### src/rtl/eth_rxf_pkg.sv
package eth_rxf_pkg;
  localparam int unsigned CHAN_W = 3;
  typedef logic [CHAN_W-1:0] chan_t;

  typedef struct packed {
    logic  accept;
    chan_t chan;
    logic  f_ctrl;
    logic  f_frag;
    logic  f_under;
    logic  pause;
  } verdict_t;
endpackage

### src/rtl/eth_rxf_counter.sv
// Per-frame byte counter, saturating, restarting on the first byte.
module eth_rxf_counter #(
  parameter int unsigned LEN_W = 16
) (
  input  logic             clk,
  input  logic             rst_n,
  input  logic             in_valid,
  input  logic             in_sof,
  output logic [LEN_W-1:0] cnt_next
);
  localparam logic [LEN_W-1:0] CNT_MAX = {LEN_W{1'b1}};

  logic [LEN_W-1:0] cnt_q;
  logic [LEN_W-1:0] cnt_d;

  always_comb begin
    cnt_d = cnt_q;
    if (in_valid) begin
      if (in_sof)
        cnt_d = LEN_W'(1);
      else if (cnt_q != CNT_MAX)
        cnt_d = cnt_q + LEN_W'(1);
    end
  end

  always_ff @(posedge clk or negedge rst_n) begin
    if (!rst_n)
      cnt_q <= '0;
    else if (in_valid)
      cnt_q <= cnt_d;
  end

  assign cnt_next = cnt_d;
endmodule

### src/rtl/eth_rxf_delay.sv
// Shift register of DEPTH stages advanced only when a byte arrives.
module eth_rxf_delay #(
  parameter int unsigned DEPTH = 4,
  parameter int unsigned W     = 8
) (
  input  logic         clk,
  input  logic         rst_n,
  input  logic         shift_en,
  input  logic [W-1:0] din,
  output logic [W-1:0] dout
);
  logic [W-1:0] stage_q [DEPTH];

  for (genvar i = 0; i < DEPTH; i++) begin : g_stage
    logic [W-1:0] stage_d;
    if (i == 0) begin : g_head
      assign stage_d = din;
    end else begin : g_body
      assign stage_d = stage_q[i-1];
    end
    always_ff @(posedge clk or negedge rst_n) begin
      if (!rst_n)
        stage_q[i] <= '0;
      else if (shift_en)
        stage_q[i] <= stage_d;
    end
  end

  assign dout = stage_q[DEPTH-1];
endmodule

### src/rtl/eth_rxf_classify.sv
// End-of-frame decision: acceptance, channel, flags, forwarded length.
module eth_rxf_classify
  import eth_rxf_pkg::*;
#(
  parameter int unsigned LEN_W     = 16,
  parameter int unsigned MIN_FRAME = 64,
  parameter int unsigned FCS_BYTES = 4
) (
  input  logic [LEN_W-1:0] total_len,
  input  logic             st_err,
  input  logic             st_ucast,
  input  chan_t            st_ucast_chan,
  input  logic             st_mcast,
  input  logic             st_bcast,
  input  logic             st_ctrl,
  input  logic             st_pause,
  input  logic             cfg_pass_fcs,
  input  logic             cfg_keep_ctrl,
  input  logic             cfg_keep_short,
  input  logic             cfg_pause_en,
  input  logic             cfg_bcast_en,
  input  chan_t            cfg_bcast_chan,
  input  logic             cfg_mcast_en,
  input  chan_t            cfg_mcast_chan,
  input  logic             cfg_prom_en,
  input  chan_t            cfg_prom_chan,
  output verdict_t         verdict,
  output logic [LEN_W-1:0] fwd_len
);
  localparam logic [LEN_W-1:0] MIN_L = LEN_W'(MIN_FRAME);
  localparam logic [LEN_W-1:0] FCS_L = LEN_W'(FCS_BYTES);

  logic  addr_hit;
  chan_t addr_chan;
  logic  is_short;

  // address path in fixed priority
  always_comb begin
    addr_hit  = 1'b1;
    addr_chan = '0;
    if (st_ucast)
      addr_chan = st_ucast_chan;
    else if (st_bcast && cfg_bcast_en)
      addr_chan = cfg_bcast_chan;
    else if (st_mcast && cfg_mcast_en)
      addr_chan = cfg_mcast_chan;
    else if (cfg_prom_en)
      addr_chan = cfg_prom_chan;
    else
      addr_hit = 1'b0;
  end

  assign is_short = (total_len < MIN_L);

  always_comb begin
    verdict      = '0;
    verdict.chan = addr_chan;
    if (st_ctrl) begin
      verdict.accept = cfg_keep_ctrl;
      verdict.f_ctrl = cfg_keep_ctrl;
    end else if (is_short) begin
      verdict.accept  = cfg_keep_short;
      verdict.f_frag  = cfg_keep_short & st_err;
      verdict.f_under = cfg_keep_short & ~st_err;
    end else begin
      verdict.accept = addr_hit;
    end
    verdict.pause = st_pause & cfg_pause_en;
  end

  always_comb begin
    if (cfg_pass_fcs)
      fwd_len = total_len;
    else if (total_len > FCS_L)
      fwd_len = total_len - FCS_L;
    else
      fwd_len = '0;
  end
endmodule

### src/rtl/eth_rx_filter.sv
module eth_rx_filter
  import eth_rxf_pkg::*;
#(
  parameter int unsigned LEN_W     = 16,
  parameter int unsigned MIN_FRAME = 64,
  parameter int unsigned FCS_BYTES = 4
) (
  input  logic              clk,
  input  logic              rst_n,
  input  logic              cfg_pass_fcs,
  input  logic              cfg_keep_ctrl,
  input  logic              cfg_keep_short,
  input  logic              cfg_pause_en,
  input  logic              cfg_bcast_en,
  input  logic [CHAN_W-1:0] cfg_bcast_chan,
  input  logic              cfg_mcast_en,
  input  logic [CHAN_W-1:0] cfg_mcast_chan,
  input  logic              cfg_prom_en,
  input  logic [CHAN_W-1:0] cfg_prom_chan,
  input  logic              in_valid,
  input  logic              in_sof,
  input  logic              in_eof,
  input  logic [7:0]        in_data,
  input  logic              in_crc_err,
  input  logic              in_align_err,
  input  logic              in_code_err,
  input  logic              in_ucast,
  input  logic [CHAN_W-1:0] in_ucast_chan,
  input  logic              in_mcast,
  input  logic              in_bcast,
  input  logic              in_ctrl,
  input  logic              in_pause,
  output logic              out_valid,
  output logic [7:0]        out_data,
  output logic              out_last,
  output logic              dec_valid,
  output logic              dec_accept,
  output logic [CHAN_W-1:0] dec_chan,
  output logic [LEN_W-1:0]  dec_len,
  output logic              dec_flag_ctrl,
  output logic              dec_flag_frag,
  output logic              dec_flag_under,
  output logic              pause_req
);
  localparam logic [LEN_W-1:0] FCS_L = LEN_W'(FCS_BYTES);

  logic [LEN_W-1:0] cnt_next;
  logic [7:0]       dly_out;
  verdict_t         verdict;
  logic [LEN_W-1:0] fwd_len;

  eth_rxf_counter #(.LEN_W(LEN_W)) u_cnt (
    .clk      (clk),
    .rst_n    (rst_n),
    .in_valid (in_valid),
    .in_sof   (in_sof),
    .cnt_next (cnt_next)
  );

  eth_rxf_delay #(.DEPTH(FCS_BYTES), .W(8)) u_dly (
    .clk      (clk),
    .rst_n    (rst_n),
    .shift_en (in_valid),
    .din      (in_data),
    .dout     (dly_out)
  );

  eth_rxf_classify #(
    .LEN_W     (LEN_W),
    .MIN_FRAME (MIN_FRAME),
    .FCS_BYTES (FCS_BYTES)
  ) u_cls (
    .total_len      (cnt_next),
    .st_err         (in_crc_err | in_align_err | in_code_err),
    .st_ucast       (in_ucast),
    .st_ucast_chan  (in_ucast_chan),
    .st_mcast       (in_mcast),
    .st_bcast       (in_bcast),
    .st_ctrl        (in_ctrl),
    .st_pause       (in_pause),
    .cfg_pass_fcs   (cfg_pass_fcs),
    .cfg_keep_ctrl  (cfg_keep_ctrl),
    .cfg_keep_short (cfg_keep_short),
    .cfg_pause_en   (cfg_pause_en),
    .cfg_bcast_en   (cfg_bcast_en),
    .cfg_bcast_chan (cfg_bcast_chan),
    .cfg_mcast_en   (cfg_mcast_en),
    .cfg_mcast_chan (cfg_mcast_chan),
    .cfg_prom_en    (cfg_prom_en),
    .cfg_prom_chan  (cfg_prom_chan),
    .verdict        (verdict),
    .fwd_len        (fwd_len)
  );

  // forwarded stream: next state
  logic       emit;
  logic       ov_d, ol_d;
  logic [7:0] od_d;
  logic       ov_q, ol_q;
  logic [7:0] od_q;

  always_comb begin
    emit = in_valid & (cfg_pass_fcs | (cnt_next > FCS_L));
    ov_d = emit;
    ol_d = emit & in_eof;
    od_d = od_q;
    if (emit)
      od_d = cfg_pass_fcs ? in_data : dly_out;
  end

  always_ff @(posedge clk or negedge rst_n) begin
    if (!rst_n) begin
      ov_q <= 1'b0;
      ol_q <= 1'b0;
      od_q <= '0;
    end else begin
      ov_q <= ov_d;
      ol_q <= ol_d;
      if (emit)
        od_q <= od_d;
    end
  end

  // verdict: next state
  logic             dv_d, dv_q;
  logic             load_verdict;
  verdict_t         vr_q;
  logic [LEN_W-1:0] len_q;

  always_comb begin
    load_verdict = in_valid & in_eof;
    dv_d         = load_verdict;
  end

  always_ff @(posedge clk or negedge rst_n) begin
    if (!rst_n) begin
      dv_q  <= 1'b0;
      vr_q  <= '0;
      len_q <= '0;
    end else begin
      dv_q <= dv_d;
      if (load_verdict) begin
        vr_q  <= verdict;
        len_q <= fwd_len;
      end
    end
  end

  assign out_valid      = ov_q;
  assign out_data       = od_q;
  assign out_last       = ol_q;
  assign dec_valid      = dv_q;
  assign dec_accept     = dv_q & vr_q.accept;
  assign dec_chan       = vr_q.chan;
  assign dec_len        = len_q;
  assign dec_flag_ctrl  = dv_q & vr_q.f_ctrl;
  assign dec_flag_frag  = dv_q & vr_q.f_frag;
  assign dec_flag_under = dv_q & vr_q.f_under;
  assign pause_req      = dv_q & vr_q.pause;
endmodule

### config.mk
export PLATFORM = sky130hd
export DESIGN_NAME = eth_rx_filter
export DESIGN_NICKNAME = d
export VERILOG_FILES = /design/src/rtl/eth_rxf_pkg.sv /design/src/rtl/eth_rxf_counter.sv /design/src/rtl/eth_rxf_delay.sv /design/src/rtl/eth_rxf_classify.sv /design/src/rtl/eth_rx_filter.sv
export SDC_FILE = /design/constraint.sdc
export NUM_CORES = 1
export LEC_CHECK = 0
export BUFFER_PORTS_ARGS = -buffer_cell sky130_fd_sc_hd__buf_2
export CELL_PAD_IN_SITES_DETAIL_PLACEMENT = 1
export CELL_PAD_IN_SITES_GLOBAL_PLACEMENT = 2
export CORE_MARGIN = 8
export CORE_UTILIZATION = 35
export CTS_CLUSTER_SIZE = 40
export DETAILED_ROUTE_END_ITERATION = 16
export MAX_ROUTING_LAYER = met4
export PLACE_DENSITY_LB_ADDON = 0.1
export RECOVER_POWER = 25
export SYNTH_ARGS = -nofsm -noshare
export SYNTH_HDL_FRONTEND = slang
export SYNTH_HIERARCHICAL = 1
export SYNTH_SLANG_ARGS = --single-unit
### constraint.sdc
create_clock -name clk -period 4.8 [get_ports clk]
set_input_delay 1.44 -clock clk [delete_from_list [all_inputs] [get_ports clk]]
set_output_delay 1.44 -clock clk [all_outputs]
set_load 0.03 [all_outputs]
==> run_results.csv <==
group,metric,value,unit
global_routing,grt_pass1_vias,3508,
cts,cts_num_sinks,83,
logic_synthesis,synthesis.area,4450,um2
critical_path,crit_slowest_cell,"or4_4",
placement,dp_slack,0.246,ns
power_and_ir_drop,intPower,0.00154,W
timing,hold_viol_final,0,
die,fp.dieW,129,um
worst_hold_path,min-delay-path-class,"flip-flop to flip-flop",
cells_and_area,multi_input_area,2170,um2
global_routing,grt_pass1_wl,18400,um
die,rows,41,
cts,cts_setup_buffers,0,
placement,routabilityCongestion,0.774,
power_and_ir_drop,ir_drop,0.216,mV
global_routing,overflow,0,
timing,holdWs,0.492,ns
critical_path,start_kind,"input port",
logic_synthesis,synth-seq-area-share,46.7,%
critical_path,cp.required,5.03,ns
status,status,"complete, but fails checks",
cts,cts_hold_buf,0,
timing,timing.final.ws_setup,0.636,ns
die,io_pins,75,
routing,drt_pre_antenna_iters,4,
critical_path,cp_slowest_stage_delay,0.50,ns
logic_synthesis,yosys-top-cells-count,"dfrtp_1 (83), mux2_2 (43), mux2_4 (30), nor2_1 (23), nand2_1 (21)",
cells_and_area,drive_gt1_share,41.0,%
cts,ctsLongestPathBuffers,2,
timing,period_share,86.7,%
timing,fin_crit,4.16,ns
routing,drc,0,
logic_synthesis,ys_types,52,
power_and_ir_drop,pwr-share-seq,40.3,%
logic_synthesis,synth_top_area_share,46.7,%
power_and_ir_drop,p_switching,0.000700,W
cells_and_area,instances_no_fill,628,
logic_synthesis,syn_avg_cell_area,11.9,um2
global_routing,grt_usage,14.5,%
power_and_ir_drop,p_sw_share,31.3,%
logic_synthesis,syn-num-nets,417,
global_routing,antenna_found_initial,0,
timing,finalSetupTns,0,ns
logic_synthesis,netlist_top_cells_area,"dfrtp_1 (47%), mux2_2 (11%), mux2_4 (10%), a21oi_1 (2.0%), nor2_1 (1.9%)",
critical_path,crit_arrival,4.39,ns
flow_run,cap_violations,1,
logic_synthesis,yosysTopAreaCell,"dfrtp_1",
die,die_y,129,um
global_routing,grt_max_degree,66,
cells_and_area,final_nets,495,
logic_synthesis,synth.most_common_cell,"dfrtp_1",
cells_and_area,regArea,2080,um2
power_and_ir_drop,pwr-share-comb,26.8,%
logic_synthesis,synthCells,374,
cells_and_area,antenna_cells,0,
cts,root_buffer,"clkbuf_16",
timing,setup_viol,0,
timing,max_freq,240,MHz
power_and_ir_drop,clkPwrFrac,32.9,%
routing,postRouteAntennaNets,0,
routing,avgViaCountPerCell,5.11,
timing,slew_headroom,-8.90,%
timing,tightest_slew,1.63,ns
cts,cts_tree,"done",
cells_and_area,area_delta_synth_final,18.4,%
routing,drt-total-wl,10900,um
logic_synthesis,async_flop_share,100,%
timing,final_max_slew_viol_count,66,
routing,drt_iter0_drc,103,
timing,skew,0.00684,ns
cts,post_cts_resized,0,
routing,dr_total_vias,3208,
die,coreArea,12500,um2
die,die-area,16600,um2
cts,cts_buffers,9,
power_and_ir_drop,p_leak,2.55,nW
logic_synthesis,synth-edff-count,0,
die,start_util,35.5,%
logic_synthesis,yosys_most_used_dff,"dfrtp_1",
routing,routedWlPerCell,17.4,um
logic_synthesis,synth_seq_cells,83,
cts,htreeDepth,3,
critical_path,criticalPathCategory,"input port to flip-flop",
placement,post-dp-hpwl,8060,um
timing,rsz0062_at_grt,"no",
cells_and_area,fillCellCount,1429,
logic_synthesis,yosys_warnings,6,
critical_path,crit_fanout,14,
critical_path,worst_setup_path_end_kind,"flip-flop",
power_and_ir_drop,powerDensity,425,nW/um2
placement,port_buffers,74,
cts,clk_latency,0.34,ns
status,failed_checks,"max-capacitance violations, max-slew violations",
power_and_ir_drop,total_power,0.00224,W
critical_path,path_cells,"buf_2 -> nand2_1 -> or4_1 -> o211ai_1 -> nand2_1 -> or4_4 -> or4_4 -> nor3_4 -> nor2_1 -> mux2_2",
placement,dp.cells,613,
cts,cts.clk_slew.worst_paths,0.06,ns
sequential cells by signal (all words and copies together), names as in the netlist:
name,flops
dec_chan,3
dec_len,16
dec_valid,1
out_data,8
out_last,1
out_valid,1
u_cnt/cnt_q,16
u_dly/dout,8
u_dly/g_stage.stage_d,24
vr_q,5
worst max-delay path: cells and delay by family:
family / cells / cell delay, ns
and+or+nand+nor: 7 / 2.16
muxes: 1 / 0.27
buffers and inverters: 1 / 0.26
AOI/OAI and AO/OA: 1 / 0.24
cells by family after synthesis:
kind of cell,after synthesis,share of synthesized area [%]
AND/OR/NAND/NOR,113,14.7
flip-flops,83,46.7
multiplexers,75,21.5
AO/OA/AOI/OAI,63,10.0
buffers and inverters,28,4.53
XOR/XNOR,9,1.77
adder cells (fa/ha/maj),3,0.844
power by group through the flow:
stage	Sequential, W	Combinational (W)	Clock, W
6_report	0.000902	0.000601	0.000736
5_1_grt	0.000922	0.000658	0.000791
4_1_cts	0.000904	0.000617	0.000762
3_5_place_dp	0.000914	0.000616	0
3_3_place_gp	0.000910	0.000605	0
2_1_floorplan	0.00103	0.000315	0
cells in the final DEF (no fill, tap or decap), drive strengths merged, types with 3 or more instances in the layout:
master,netlist,layout
or3,5,5
mux2,73,73
clkinv,0,4
xnor2,4,4
clkbuf,5,10
or4,11,11
nand4,5,5
and2,8,8
nor2b,3,3
o31ai,5,5
a31oi,6,6
xor2,5,5
dfrtp,83,83
nand2,21,21
ha,3,3
inv,10,10
nor2,23,23
a311oi,5,5
nor3,4,4
nor4,8,8
or2,4,4
a41o,4,4
nand3,12,12
a21o,3,3
o21ai,11,11
buf,13,84
a21oi,18,18
layer usage:
metal	track usage (%)	routed length, um	up-vias
met1	18.3	5080	1609
met3	3.27	537	11
met4	6.01	163	0
li1	-	-	1534
met2	22.2	5160	54
met5	-	0	-
metrics by stage:
stage | cell area [um2] | utilization [%]
floorplan | 4450 | -
global placement | 4960 | 39.6
detailed placement | 4960 | 39.6
CTS | 5270 | 42.1
global route | 5270 | 42.1
finish | 5270 | 42.1
cell type report:
class | count | area share (%)
Multi-Input combinational cell | 263 | 41.1
Sequential cell | 83 | 39.4
Clock buffer | 9 | 4.28
Tap cell | 172 | 4.09
Timing Repair Buffer | 85 | 8.60
Inverter | 10 | 0.713
Clock inverter | 6 | 1.73
path summary, 6_finish.rpt:
path / to / slack [ns] / startpoint / cells past startpoint
worst max-delay path: dec_len[7] / 0.64 / in_valid / 10
worst min-delay path: u_dly/g_stage[1].stage_d[7] / 0.49 / u_dly/g_stage[1].stage_d[7] / 1
worst max register to register: dec_len[14] / 0.91 / u_cnt/cnt_q[0] / 12
worst min register to register: u_dly/g_stage[1].stage_d[7] / 0.49 / u_dly/g_stage[1].stage_d[7] / 1
max in group asynchronous: vr_q[1] / 2.21 / rst_n / 2
min in group asynchronous: dec_len[13] / 1.50 / rst_n / 1
No activity file was read; power rests on OpenSTA's default activity.
